**config.mk**
```make
export PLATFORM = sky130hd
export DESIGN_NAME = dram_page_seq
export DESIGN_NICKNAME = d
export VERILOG_FILES = /design/src/rtl/dram_seq_pkg.sv /design/src/rtl/dram_seq_dpath.sv /design/src/rtl/dram_seq_ctrl.sv /design/src/rtl/dram_page_seq.sv
export SDC_FILE = /design/constraint.sdc
export NUM_CORES = 1
export LEC_CHECK = 0
export BUFFER_PORTS_ARGS = -buffer_cell sky130_fd_sc_hd__buf_2
export CORE_MARGIN = 3
export CORE_UTILIZATION = 24
export DETAILED_ROUTE_END_ITERATION = 8
export HOLD_SLACK_MARGIN = 0.12
export PLACE_DENSITY = 0.44
export SLEW_MARGIN = 0
export SYNTH_ARGS = -nofsm -noshare
export SYNTH_HDL_FRONTEND = slang
export SYNTH_SLANG_ARGS = --single-unit
export TNS_END_PERCENT = 10
```
**constraint.sdc**
```tcl
create_clock -name clk -period 7.37 [get_ports clk]
set_input_delay 0.3685 -clock clk [delete_from_list [all_inputs] [get_ports clk]]
set_output_delay 0.3685 -clock clk [all_outputs]
set_load 0.02 [all_outputs]
```
**src/rtl/dram_seq_pkg.sv**
```systemverilog
package dram_seq_pkg;

  localparam int MUX_W  = 2;
  localparam int REFW_W = 2;

  // Configuration register, most significant field first
  typedef struct packed {
    logic              preLong;   // 1: two precharge cycles
    logic              burstEn;   // fast-page bursting
    logic              rasHold;   // keep row open when idle
    logic              casWide;   // stored flag only
    logic [MUX_W-1:0]  muxSel;    // row shift = 8 + muxSel
    logic [REFW_W-1:0] refWait;   // extra RAS-low refresh cycles
  } seqCfg_t;

  // Strobes from control to datapath
  typedef struct packed {
    logic accept;     // latch request address / direction
    logic selRow;     // drive row half on address pins
    logic rasOn;
    logic casOn;
    logic colAccess;  // column cycle of a host access
  } seqStrb_t;

  typedef enum logic [2:0] {
    S_IDLE, S_PRE, S_ROW, S_COL, S_OPEN, S_RCAS, S_RRAS
  } seqState_t;

endpackage

```
**src/rtl/dram_seq_dpath.sv**
```systemverilog
module dram_seq_dpath
  import dram_seq_pkg::*;
#(
  parameter int ADDR_W    = 22,
  parameter int MA_W      = 11,
  parameter int MIN_SHIFT = 8
) (
  input  logic              clk,
  input  logic              rstPowerN,
  input  logic              cfgWe,
  input  logic [7:0]        cfgWdata,
  output logic [7:0]        cfgRdata,
  output seqCfg_t           cfg,
  input  seqStrb_t          strb,
  input  logic [ADDR_W-1:0] reqAddr,
  input  logic              reqWrite,
  output logic              rowHit,
  output logic              dramRasN,
  output logic              dramCasN,
  output logic              dramWeN,
  output logic [MA_W-1:0]   dramAddr
);

  localparam int MAX_SHIFT = MIN_SHIFT + (1 << MUX_W) - 1;
  localparam int SH_W      = $clog2(MAX_SHIFT + 1);

  seqCfg_t           cfgReg;
  logic [ADDR_W-1:0] latAddr;
  logic              latWrite;
  logic [SH_W-1:0]   shiftAmt;
  logic [ADDR_W-1:0] rowFull;
  logic [ADDR_W-1:0] reqRowFull;
  logic [ADDR_W-1:0] colMask;
  logic [ADDR_W-1:0] colFull;

  always_ff @(posedge clk or negedge rstPowerN) begin
    if (!rstPowerN) cfgReg <= '0;
    else if (cfgWe) cfgReg <= seqCfg_t'(cfgWdata);
  end

  assign cfg      = cfgReg;
  assign cfgRdata = cfgReg;

  always_ff @(posedge clk or negedge rstPowerN) begin
    if (!rstPowerN) begin
      latAddr  <= '0;
      latWrite <= 1'b0;
    end else if (strb.accept) begin
      latAddr  <= reqAddr;
      latWrite <= reqWrite;
    end
  end

  assign shiftAmt   = SH_W'(MIN_SHIFT) + {{(SH_W-MUX_W){1'b0}}, cfgReg.muxSel};
  assign rowFull    = latAddr >> shiftAmt;
  assign reqRowFull = reqAddr >> shiftAmt;
  assign colMask    = ~({ADDR_W{1'b1}} << shiftAmt);
  assign colFull    = latAddr & colMask;
  assign rowHit     = (rowFull == reqRowFull);

  assign dramAddr = strb.selRow ? MA_W'(rowFull) : MA_W'(colFull);
  assign dramRasN = ~strb.rasOn;
  assign dramCasN = ~strb.casOn;
  assign dramWeN  = ~(strb.colAccess & latWrite);

  // register only changes on a write strobe
  p_cfg_hold_r1: assert property (@(posedge clk) disable iff (!rstPowerN)
    !cfgWe |=> $stable(cfgReg));

  // a page-hit acceptance keeps the open row
  p_page_row_kept_r5: assert property (@(posedge clk) disable iff (!rstPowerN)
    (strb.accept && strb.rasOn && !cfgWe) |=> $stable(rowFull));

  // write enable only inside a RAS and CAS low cycle
  p_we_in_column_r4: assert property (@(posedge clk) disable iff (!rstPowerN)
    !dramWeN |-> (!dramCasN && !dramRasN));

endmodule

```
**src/rtl/dram_seq_ctrl.sv**
```systemverilog
module dram_seq_ctrl
  import dram_seq_pkg::*;
(
  input  logic              clk,
  input  logic              rstPowerN,
  input  logic              rstSoftN,
  input  logic              preLong,
  input  logic              burstEn,
  input  logic              rasHold,
  input  logic [REFW_W-1:0] refWait,
  input  logic              reqValid,
  input  logic              rowHit,
  input  logic              refReq,
  output logic              reqReady,
  output logic              refAck,
  output logic              accDone,
  output seqStrb_t          strb
);

  seqState_t         state, stateNxt;
  logic [REFW_W-1:0] cnt, cntNxt;
  logic [REFW_W-1:0] preLast;
  logic              preDone, refDone, holdEff, accept;

  assign preLast = preLong ? REFW_W'(1) : '0;
  assign preDone = (state == S_PRE)  && (cnt == preLast);
  assign refDone = (state == S_RRAS) && (cnt == refWait);
  assign holdEff = rasHold & burstEn;

  always_comb begin
    stateNxt = state;
    cntNxt   = '0;
    accept   = 1'b0;
    unique case (state)
      S_IDLE: begin
        if (refReq) stateNxt = S_RCAS;
        else if (reqValid) begin
          accept   = 1'b1;
          stateNxt = S_ROW;
        end
      end
      S_PRE: begin
        if (!preDone) cntNxt = cnt + 1'b1;
        else if (refReq) stateNxt = S_RCAS;
        else if (reqValid) begin
          accept   = 1'b1;
          stateNxt = S_ROW;
        end else stateNxt = S_IDLE;
      end
      S_ROW:  stateNxt = S_COL;
      S_COL:  stateNxt = burstEn ? S_OPEN : S_PRE;
      S_OPEN: begin
        if (refReq) stateNxt = S_PRE;
        else if (reqValid && rowHit) begin
          accept   = 1'b1;
          stateNxt = S_COL;
        end else if (reqValid || !holdEff) stateNxt = S_PRE;
      end
      S_RCAS: stateNxt = S_RRAS;
      S_RRAS: begin
        if (refDone) stateNxt = S_PRE;
        else cntNxt = cnt + 1'b1;
      end
      default: stateNxt = S_IDLE;
    endcase
  end

  always_ff @(posedge clk or negedge rstPowerN) begin
    if (!rstPowerN) begin
      state <= S_IDLE;
      cnt   <= '0;
    end else if (!rstSoftN) begin
      state <= S_IDLE;
      cnt   <= '0;
    end else begin
      state <= stateNxt;
      cnt   <= cntNxt;
    end
  end

  always_comb begin
    strb           = '0;
    strb.accept    = accept & rstSoftN;
    strb.selRow    = (state == S_ROW);
    strb.rasOn     = (state == S_ROW) || (state == S_COL) ||
                     (state == S_OPEN) || (state == S_RRAS);
    strb.casOn     = (state == S_COL) || (state == S_RCAS) || (state == S_RRAS);
    strb.colAccess = (state == S_COL);
  end

  assign reqReady = strb.accept;
  assign accDone  = strb.colAccess;
  assign refAck   = refDone;

  // during refresh CAS is already low when RAS falls
  p_cbr_order_r10: assert property (@(posedge clk) disable iff (!rstPowerN || !rstSoftN)
    ($rose(strb.rasOn) && strb.casOn) |-> $past(strb.casOn));

  // a row strobe only starts from idle or after precharge
  p_row_after_pre_r3: assert property (@(posedge clk) disable iff (!rstPowerN || !rstSoftN)
    ($rose(strb.rasOn) && !strb.casOn) |-> ($past(state) == S_IDLE || $past(state) == S_PRE));

  // no host request taken while a refresh runs
  p_refresh_excl_r11: assert property (@(posedge clk) disable iff (!rstPowerN || !rstSoftN)
    (state == S_RCAS || state == S_RRAS) |-> !reqReady);

  // bursting never holds CAS low across two column cycles
  p_cas_toggle_r5: assert property (@(posedge clk) disable iff (!rstPowerN || !rstSoftN)
    strb.colAccess |=> !strb.colAccess);

endmodule

```
**src/rtl/dram_page_seq.sv**
```systemverilog
module dram_page_seq
  import dram_seq_pkg::*;
#(
  parameter int ADDR_W    = 22,
  parameter int MA_W      = 11,
  parameter int MIN_SHIFT = 8
) (
  input  logic              clk,
  input  logic              rstPowerN,
  input  logic              rstSoftN,
  input  logic              cfgWe,
  input  logic [7:0]        cfgWdata,
  output logic [7:0]        cfgRdata,
  input  logic              reqValid,
  input  logic              reqWrite,
  input  logic [ADDR_W-1:0] reqAddr,
  output logic              reqReady,
  output logic              accDone,
  input  logic              refReq,
  output logic              refAck,
  output logic              dramRasN,
  output logic              dramCasN,
  output logic              dramWeN,
  output logic [MA_W-1:0]   dramAddr
);

  seqCfg_t  cfg;
  seqStrb_t strb;
  logic     rowHit;

  dram_seq_ctrl u_ctrl (
    .clk      (clk),
    .rstPowerN(rstPowerN),
    .rstSoftN (rstSoftN),
    .preLong  (cfg.preLong),
    .burstEn  (cfg.burstEn),
    .rasHold  (cfg.rasHold),
    .refWait  (cfg.refWait),
    .reqValid (reqValid),
    .rowHit   (rowHit),
    .refReq   (refReq),
    .reqReady (reqReady),
    .refAck   (refAck),
    .accDone  (accDone),
    .strb     (strb)
  );

  dram_seq_dpath #(
    .ADDR_W   (ADDR_W),
    .MA_W     (MA_W),
    .MIN_SHIFT(MIN_SHIFT)
  ) u_dpath (
    .clk      (clk),
    .rstPowerN(rstPowerN),
    .cfgWe    (cfgWe),
    .cfgWdata (cfgWdata),
    .cfgRdata (cfgRdata),
    .cfg      (cfg),
    .strb     (strb),
    .reqAddr  (reqAddr),
    .reqWrite (reqWrite),
    .rowHit   (rowHit),
    .dramRasN (dramRasN),
    .dramCasN (dramCasN),
    .dramWeN  (dramWeN),
    .dramAddr (dramAddr)
  );

endmodule

```
==> results.json, run 1 <==
{
  "synth_edf_count": 0,
  "finalSetupViolCount": 0,
  "power.density_nw_per_um2": 354.1,
  "start_util": 0.2501,
  "path_class": "reg2out",
  "num-fill-cells": 1052,
  "dp_hpwl_um": 4750,
  "drtIter0Drc": 109,
  "tightestPinTransition_ps": 944.3,
  "critical_path_buf_inv_count": 1,
  "die-area_um2": 11530,
  "cts_buffers": 5,
  "clock_sinks": 36,
  "seq_area_um2": 900.9,
  "async_flop_share": 1.000,
  "fin_nets": 307,
  "netlist.top_cell.by_area": "dfrtp_1",
  "cts_buffer_depth": 2,
  "vias_per_cell": 4.621,
  "grt_overflow_total": 0,
  "synth.avg_cell_area_um2": 11.48,
  "multiInputGateArea_um2": 1426,
  "holdBufCountCts": 0,
  "final_common_cell": "buf_2",
  "fin_util": 0.2985,
  "hold_violations": 0,
  "drtPass1Iterations": 4,
  "skew_ps": 8.850,
  "ctsResizeCount": 0,
  "syn_inst": 215,
  "critPathRequiredTime_ps": 7000,
  "max_freq_mhz": 257.0,
  "hp-class": "in2async",
  "ant_nets": 0,
  "critPathCaptureType": "output pin",
  "crit_path_max_incr_delay_ps": 960,
  "synthTopCellsByArea": "dfrtp_1 (37%), mux4_2 (19%), mux2_1 (8.7%), nand2_1 (6.1%), xor2_1 (5.3%)",
  "crit_fanout": 26,
  "mostFrequentLayoutCells": "buf_2 (61), nand2_1 (40), dfrtp_1 (36), mux4_2 (21), mux2_1 (19)",
  "clk_latency_ps": 290,
  "min_period_ps": 3892,
  "drive_above_1_share": 0.3875,
  "clock-root-buffer": "clkbuf_8",
  "drv_cap": 0,
  "die_w_um": 107.4,
  "drv_slew": 0,
  "synthesis.area_um2": 2467,
  "synthToLayoutAreaGrowth_pct": 19.32,
  "core_um2": 9864,
  "path_clk_slew_ps": 80,
  "synth.distinct_cells": 33,
  "slew_headroom": 0.3705,
  "rows": 36,
  "vias": 1867,
  "crit_start": "u_dpath.cfg[3]",
  "crit_family": "flip-flops",
  "wl_um": 6232,
  "syn_nets": 252,
  "track_usage": 0.1134,
  "ys.flop_type": "dfrtp_1",
  "peakVddDrop_mv": 0.1192,
  "cp-start-kind": "register",
  "slowest_stage": "dfrtp_1",
  "synth_seq_cells": 36,
  "tns_ps": 0,
  "cp_data_arrival_time_ps": 3520,
  "synth_top_area_frac": 0.3651,
  "wl_per_cell_um": 15.43,
  "post_cts.repair.setup_buffers": 0,
  "antenna_found_initial": 0,
  "leakagePower_nw": 1.282,
  "portBuffers": 61,
  "cts_tree": "yes",
  "num_io_pins": 62,
  "grt_pass1_wl_um": 10320,
  "ys_seq_area_frac": 0.3651,
  "run_status": "finished, final reports clean",
  "drc": 0,
  "grt_pass1_vias": 1930,
  "gp_congestion": 0.8076,
  "htreeDepth": 2,
  "path_cells": "mux4_2 -> xor2_1 -> nor3_1 -> o2111ai_1 -> a21oi_4 -> buf_2",
  "dieHeight_um": 107.4,
  "post-route-period-util": 0.5280,
  "ys_warn_count": 0,
  "rsz0062_at_grt": "false",
  "grt_max_degree": 37,
  "antennaDiodeCount": 0,
  "reg2reg_from": "u_dpath.cfg[3]"
}
==> cell families (layout without fill, tap and decap cells) <==
kind of cell              after synthesis  in the layout  synth area share
buffers and inverters                  21             77           0.05679
AOI/OAI and AO/OA                      26             26           0.07151
muxes                                  50             50            0.3240
and+or+nand+nor                        60             60            0.1045
xor gates and xnor gates               22             22           0.07810
DFF                                    36             36            0.3651
==> per-stage QoR <==
stage	power (mW)	cell area, µm²	worst slack [ps]	hold slack, ps	std cells
final	1.042	2944	3478	192.0	404
after CTS	1.055	2944	3347	227.6	404
after global routing	1.128	2944	3089	251.2	404
after detailed placement	0.8772	2836	3661	476.2	396
after floorplan	0.7320	2467	4424	72.91	215
after global placement	0.8753	2836	3682	468.1	396
==> registers in the layout (all words and copies together), names as in the netlist <==
register and count:
u_dpath.latAddr 22, u_dpath.cfg 8, u_ctrl.state 3, u_ctrl.cnt 2, u_dpath.latWrite 1
==> per-layer routing <==
| layer | GRT usage | part of all wire | vias up |
|---|---|---|---|
| li1 | - | - | 896 |
| met1 | 0.1664 | 0.50 | 921 |
| met2 | 0.1734 | 0.45 | 46 |
| met5 | 0 | 0 | - |
| met4 | 0.02705 | 0.0074 | 0 |
| met3 | 0.02040 | 0.043 | 4 |
==> worst reg2reg max path, cell delays in order (launching register included) <==
cell and delay [ps]:
dfrtp_1 960, mux4_2 630, xor2_1 190, nor3_1 200, o2111ai_1 230, a21oi_4 730
mux2_2 420
==> cells in the mapped netlist, types with 2 or more instances <==
master	instances
a21oi_1	7
buf_1	2
buf_12	2
buf_2	2
buf_4	3
buf_6	2
clkbuf_1	4
dfrtp_1	36
inv_1	6
mux2_1	19
mux2_2	10
mux4_2	21
nand2_1	40
nand3_1	3
nand4_1	3
nor2_1	6
nor3_1	4
o2111ai_1	2
o21ai_0	7
o22ai_1	3
xnor2_1	7
xor2_1	15
==> path summary, 6_finish.rpt <==
path	endpoint	slack, ps	depth (start not counted)
worst max-delay path	reqReady	3480	6
worst min-delay path	u_dpath.latAddr[8]	190	1
worst max register to register	u_dpath.latAddr[3]	3900	6
worst min register to register	u_dpath.latAddr[4]	490	1
max in group asynchronous	u_dpath.cfg[3]	6640	1
min in group clk	u_dpath.cfg[2]	290	3
==> where the power goes <==
part | leakage [nW] | total (mW) | switching, mW | internal (mW)
sequential | 0.438 | 0.364 | 0.0901 | 0.273
combinational | 0.788 | 0.507 | 0.273 | 0.234
clock | 0.0552 | 0.172 | 0.0713 | 0.100
total | 1.28 | 1.04 | 0.435 | 0.608
==> final cells by class <==
class	count	share of cell area
clock inverter	2	0.01190
clock buffer	6	0.02465
multi-input combinational	158	0.4845
sequential	36	0.3060
timing repair buffer	63	0.1088
inverter	6	0.007650
tap	133	0.05652
Power figures use the tool's default switching activity.
==> inputs of run 2 (changes only) <==
- ABC_AREA: not set -> 1
- PLACE_DENSITY: 0.44 -> 0.45
- clock period: 7.37 -> 3.25 ns (I/O delays scaled with it)
==> results.json, run 2 <==
{
  "run_status": "finished, final reports clean",
  "portBuffers": 61,
  "htreeDepth": 2,
  "grt-busiest-layer": "met2",
  "clkPwrFrac": 0.183,
  "grtUsageMet3": 0.02537,
  "start_util": 0.2522,
  "core_um2": 11170,
  "clock_sinks": 36,
  "syn_nets": 492,
  "finalSetupViolCount": 0,
  "netlist.top_cell.by_area": "dfrtp_1",
  "min_path_cells": 3,
  "grt_pass1_vias": 2949,
  "slew_headroom": 0.4423,
  "p_int_mw": 1.319,
  "die-area_um2": 13080,
  "path_class": "reg2out",
  "ys_seq_area_frac": 0.3197,
  "wl_um": 8920,
  "die_w_um": 114.4,
  "reg2reg_from": "u_dpath.cfg[2]",
  "yosysMostFrequentCell": "nand2_1",
  "fin_util": 0.3011,
  "tightestPinTransition_ps": 836.5,
  "worst_hold_path.endpoint": "u_dpath.latAddr[1]",
  "async_flop_share": 1.000,
  "synth_edf_count": 0,
  "rows": 38,
  "grt_use_met1": 0.1980,
  "synth.distinct_cells": 31,
  "cts_tree": "yes",
  "clock-root-buffer": "clkbuf_16",
  "critPathRequiredTime_ps": 3090,
  "mostFrequentLayoutCells": "nand2_1 (229), nand3_1 (72), buf_2 (61), dfrtp_1 (36), inv_1 (19)",
  "hold_path.startpoint": "reqAddr[1]",
  "leakagePower_nw": 1.873,
  "drv_slew": 0,
  "track_usage": 0.1422,
  "ys_warn_count": 0,
  "regMostFlops": "u_dpath.latAddr",
  "pwr-share-seq": 0.317,
  "num_io_pins": 62,
  "use_met2": 0.2256,
  "p_sw_mw": 1.192,
  "gp_congestion": 0.8549,
  "synth.top_cells.by_count": "nand2_1 (229), nand3_1 (72), dfrtp_1 (36)",
  "swShare": 0.4748,
  "grt_pass1_wl_um": 14950,
  "power.density_nw_per_um2": 746.3,
  "reg2reg_depth": 14,
  "cp-start-kind": "register",
  "dieHeight_um": 114.4,
  "tns_ps": 0,
  "synthTopCellsByArea": "dfrtp_1 (32%), nand2_1 (31%), nand3_1 (13%), o21ai_0 (2.7%), inv_1 (2.5%)",
  "synth.avg_cell_area_um2": 6.193,
  "antennaDiodeCount": 0,
  "drv_cap": 0,
  "synthToLayoutAreaGrowth_pct": 19.41,
  "dp.cells": 631,
  "largest_register_ffs": 22,
  "min_period_ps": 2921,
  "drtPass1Iterations": 5,
  "final_common_cell": "nand2_1",
  "vias": 3019,
  "hold_slack_ps": 122.5,
  "cts_buffers": 5,
  "clk_latency_ps": 280,
  "drc": 0,
  "finalNonFillerCells": 648,
  "synthesis.area_um2": 2818,
  "pwr-share-comb": 0.500,
  "hp-class": "in2reg",
  "drtIter0Drc": 150,
  "hold_violations": 0,
  "wl_per_cell_um": 13.77,
  "cp_data_arrival_time_ps": 2760,
  "synth_seq_cells": 36,
  "fin_nets": 545,
  "grt_overflow_total": 0,
  "post-route-period-util": 0.8987,
  "drive_above_1_share": 0.1693,
  "crit_fanout": 33,
  "synth_top_area_frac": 0.3197,
  "peakVddDrop_mv": 0.2693,
  "max_freq_mhz": 342.4,
  "skew_ps": 5.643,
  "cts_buffer_depth": 2,
  "post_cts.repair.setup_buffers": 0,
  "dp_hpwl_um": 6609,
  "critPathCaptureType": "output pin",
  "ant_nets": 0,
  "syn_inst": 455,
  "grt_max_degree": 37,
  "vias_per_cell": 4.659,
  "antenna_found_initial": 0,
  "path_clk_slew_ps": 60,
  "regToRegSetupSlack_ps": 770,
  "reg2reg_to": "u_dpath.latAddr[14]",
  "rsz0062_at_grt": "false",
  "ys.flop_type": "dfrtp_1"
}
-- run 2: changes by cell type in the layout (fill, tap and decap cells not counted), sizes merged, moves of 2 or more --
cell / delta
dlygate4sd3: +10
xor2: -13
o21ai: +10
o22ai: -2
mux4: -21
nor2: +9
nand2: +196
xnor2: -6
inv: +15
a21oi: -6
mux2: -24
nand3: +70
-- run 2: area by class of cell --
class,instances,area (µm²)
fill,1283,7809
multi-input combinational,371,1649
sequential,36,900.9
timing repair buffer,73,420.4
tap,140,175.2
clock buffer,5,125.1
inverter,21,81.33
clock inverter,2,12.51
-- run 2: worst max-delay path: stages (launching register included) --
cell and delay [ps]:
dfrtp_1 390, buf_4 350, nand2_1 120, nand3_1 90, nand2_1 130, nand2_1 80
nand2_1 50, nor2_1 160, nand2_1 70, nor2_1 120, nand3_2 110, nand2_4 260
nand2_4 240, inv_1 120, buf_2 170
-- run 2: cell families (layout without fill, tap and decap cells) --
family                 Yosys count  after routing  share of synthesized area
XOR/XNOR                         3              3                   0.009327
flip-flops                      36             36                     0.3197
AND/OR/NAND/NOR                337            337                     0.5031
AO/OA/AOI/OAI                   26             26                    0.05284
buffers and inverters           48            101                    0.09503
multiplexers                     5              5                    0.01998
-- run 2: worst max path at each step --
stage | from | end | slack [ps] | cells after the start
5_1_grt | u_dpath.cfg[2] | reqReady | 40 | 14
3_5_place_dp | u_dpath.cfg[2] | reqReady | 520 | 14
6_report | u_dpath.cfg[2] | reqReady | 330 | 14
3_3_place_gp | u_dpath.cfg[2] | reqReady | 550 | 14
2_1_floorplan | u_dpath.cfg[2] | reqReady | 1200 | 16
4_1_cts | u_dpath.cfg[2] | reqReady | 210 | 14
-- run 2: timing repair --
| action | in CTS | in global routing |
|---|---|---|
| endpoints found under the setup margin | 0 | 1 |
| hold buffers | 9 | 1 |
| gates resized for setup | 0 | 2 |
| hold endpoints to repair | 44 | 1 |
-- run 2: per-stage QoR --
stage	cell area, µm²	worst slack [ps]	power [mW]
2_1_floorplan	2818	1196	1.683
3_3_place_gp	3124	552.8	2.067
3_5_place_dp	3124	516.6	2.061
4_1_cts	3352	211.1	2.543
5_1_grt	3364	43.34	2.765
6_report	3364	329.1	2.511
-- run 2: power groups by stage --
stage               clock [mW]  sequential (mW)  combinational (mW)
CTS                      0.475            0.798                1.27
finish                   0.460            0.795                1.26
global route             0.500            0.827                1.44
global placement             0            0.809                1.26
detailed placement           0            0.804                1.26
floorplan                    0            0.754               0.929
-- run 2: routing by layer --
| metal | vias up | wire length, µm |
|---|---|---|
| met3 | 6 | 401 |
| met2 | 66 | 4042 |
| met1 | 1390 | 4365 |
| met4 | 0 | 110 |
| li1 | 1557 | - |
| met5 | - | 0 |
==> inputs of run 3 (changes only) <==
--- a/config.mk
+++ b/config.mk
@@ -7,10 +7,10 @@
 export LEC_CHECK = 0
 export ABC_AREA = 1
-export BUFFER_PORTS_ARGS = -buffer_cell sky130_fd_sc_hd__buf_2
 export CORE_MARGIN = 3
 export CORE_UTILIZATION = 24
 export DETAILED_ROUTE_END_ITERATION = 8
+export DONT_BUFFER_PORTS = 1
 export HOLD_SLACK_MARGIN = 0.12
-export PLACE_DENSITY = 0.45
+export PLACE_DENSITY = 0.4
 export SLEW_MARGIN = 0
 export SYNTH_ARGS = -nofsm -noshare
==> constraint.sdc (replaced) <==
create_clock -name clk -period 3.25 [get_ports clk]
set_input_delay 0.1625 -clock clk [delete_from_list [all_inputs] [get_ports clk]]
set_output_delay 0.1625 -clock clk [all_outputs]
set_load 0.005 [all_outputs]
==> results.json, run 3 (synthesized netlist as in run 2, its figures left out) <==
{
  "drc": 0,
  "clock-root-buffer": "clkbuf_16",
  "crit_fanout": 30,
  "dp_hpwl_um": 6568,
  "cts_buffers": 5,
  "core_um2": 11170,
  "post-route-period-util": 0.9045,
  "hold_violations": 0,
  "cp-start-kind": "register",
  "pwr-share-comb": 0.451,
  "pwr-share-seq": 0.348,
  "rsz0062_at_grt": "false",
  "power_mw": 2.283,
  "path_clk_slew_ps": 60,
  "grtUsageMet3": 0.03436,
  "antenna_found_initial": 0,
  "num-fill-cells": 1216,
  "fin_nets": 525,
  "drtPass1Iterations": 5,
  "final_common_cell": "nand2_1",
  "power.density_nw_per_um2": 657.2,
  "critPathCaptureType": "register",
  "hp-class": "in2reg",
  "drv_slew": 0,
  "hold_path.startpoint": "rstSoftN",
  "min_period_ps": 2940,
  "clock_sinks": 36,
  "peakVddDrop_mv": 0.2850,
  "crit_start": "u_dpath.cfg[2]",
  "grt_pass1_wl_um": 15600,
  "cp_data_arrival_time_ps": 3160,
  "post_cts.repair.setup_buffers": 0,
  "tightestPinTransition_ps": 631.3,
  "run_status": "finished, final reports clean",
  "swShare": 0.4467,
  "critPathRequiredTime_ps": 3470,
  "die-area_um2": 13080,
  "grt_max_degree": 37,
  "die_w_um": 114.4,
  "num_io_pins": 62,
  "portBuffers": 0,
  "p_int_mw": 1.263,
  "clkPwrFrac": 0.202,
  "max_freq_mhz": 340.2,
  "cts_buffer_depth": 2,
  "drive_above_1_share": 0.05123,
  "start_util": 0.2522,
  "wl_um": 9641,
  "track_usage": 0.1513,
  "vias": 3064,
  "htreeDepth": 2,
  "finalSetupViolCount": 0,
  "largest_register_ffs": 22,
  "ant_nets": 0,
  "grt-busiest-layer": "met2",
  "grt_overflow_total": 0,
  "antennaDiodeCount": 0,
  "dieHeight_um": 114.4,
  "grt_use_met1": 0.2034,
  "synthToLayoutAreaGrowth_pct": 23.31,
  "clk_latency_ps": 280,
  "rows": 38,
  "grt_pass1_vias": 3003,
  "mostFrequentLayoutCells": "nand2_1 (229), nand3_1 (72), dlygate4sd3_1 (50), dfrtp_1 (36), inv_1 (19)",
  "slew_headroom": 0.5787,
  "wl_per_cell_um": 15.35,
  "use_met2": 0.2482,
  "tns_ps": 0,
  "cts_tree": "yes",
  "drtIter0Drc": 277,
  "vias_per_cell": 4.879,
  "reg2reg_from": "u_dpath.cfg[2]",
  "regMostFlops": "u_dpath.latAddr",
  "path_class": "reg2reg",
  "skew_ps": 3.487,
  "drv_cap": 0,
  "gp_congestion": 0.8508,
  "leakagePower_nw": 1.759,
  "p_sw_mw": 1.020
}
[run 3: cell types whose count changed in the layout (fill, tap and decap cells not counted), sizes merged]
cell,change
buf,-60
dlygate4sd3,+40
clkbuf,+1
clkinv,+1
clkinvlp,-1
inv,-1
[run 3: per-stage QoR]
step / setup WS (ps) / area (µm²) / instances / hold slack [ps] / utilization
2_1_floorplan: 1371 / 2818 / 455 / -133.1 / -
3_3_place_gp: 602.5 / 2819 / 570 / -131.0 / 0.2523
3_5_place_dp: 574.6 / 2819 / 570 / -131.0 / 0.2523
4_1_cts: 258.6 / 3473 / 628 / 239.0 / 0.3109
5_1_grt: 18.71 / 3475 / 628 / 263.9 / 0.3110
6_report: 310.2 / 3475 / 628 / 236.8 / 0.3110
[run 3: critical path, stage by stage (launching register included)]
cell,delay [ps]
dfrtp_1,360
clkinv_2,380
nand2_1,260
nand3_1,130
nand2_1,140
nand3_1,80
nand2_1,100
nand3_1,110
nor2_1,150
nand3_2,110
nand2_4,260
nand3_1,120
dlygate4sd3_1,590
nand2_1,70
[run 3: layout make-up]
cell class | instances | area (µm²) | area share
sequential | 36 | 900.9 | 0.2593
timing repair buffer | 53 | 535.5 | 0.1541
inverter | 21 | 80.08 | 0.02305
clock inverter | 1 | 5.005 | 0.001440
clock buffer | 6 | 128.9 | 0.03709
tap | 140 | 175.2 | 0.05041
multi-input combinational | 371 | 1649 | 0.4746
[run 3: repair_timing]
item	CTS	global route
endpoints found under the setup margin	0	2
gates resized for setup	0	1
hold endpoints to repair	72	0
hold buffers	51	0
[run 3: path summary, 6_finish.rpt]
check                      slack (ps)                   to  cells after the start
min in group asynchronous         390  u_dpath.latAddr[14]                      2
min reg2reg                       470   u_dpath.latAddr[1]                      2
max in group asynchronous        2680   u_dpath.latAddr[9]                      2
min                               240  u_dpath.latAddr[21]                      3
max reg2reg                       310  u_dpath.latAddr[10]                     13
max                               310  u_dpath.latAddr[10]                     13
[run 3: power groups by stage]
stage          sequential [mW]  clock (mW)  combinational, mW
2_1_floorplan            0.747           0              0.794
3_3_place_gp             0.804           0              0.962
3_5_place_dp             0.800           0              0.963
4_1_cts                  0.792       0.473               1.04
5_1_grt                  0.825       0.493               1.20
6_report                 0.794       0.461               1.03
[run 3: routing by layer]
metal | vias to the layer above | wire [µm] | share of wire
li1 | 1531 | - | -
met1 | 1445 | 4516 | 0.47
met2 | 83 | 4461 | 0.46
met3 | 5 | 582 | 0.060
met4 | 0 | 80 | 0.0083
met5 | - | 0 | 0
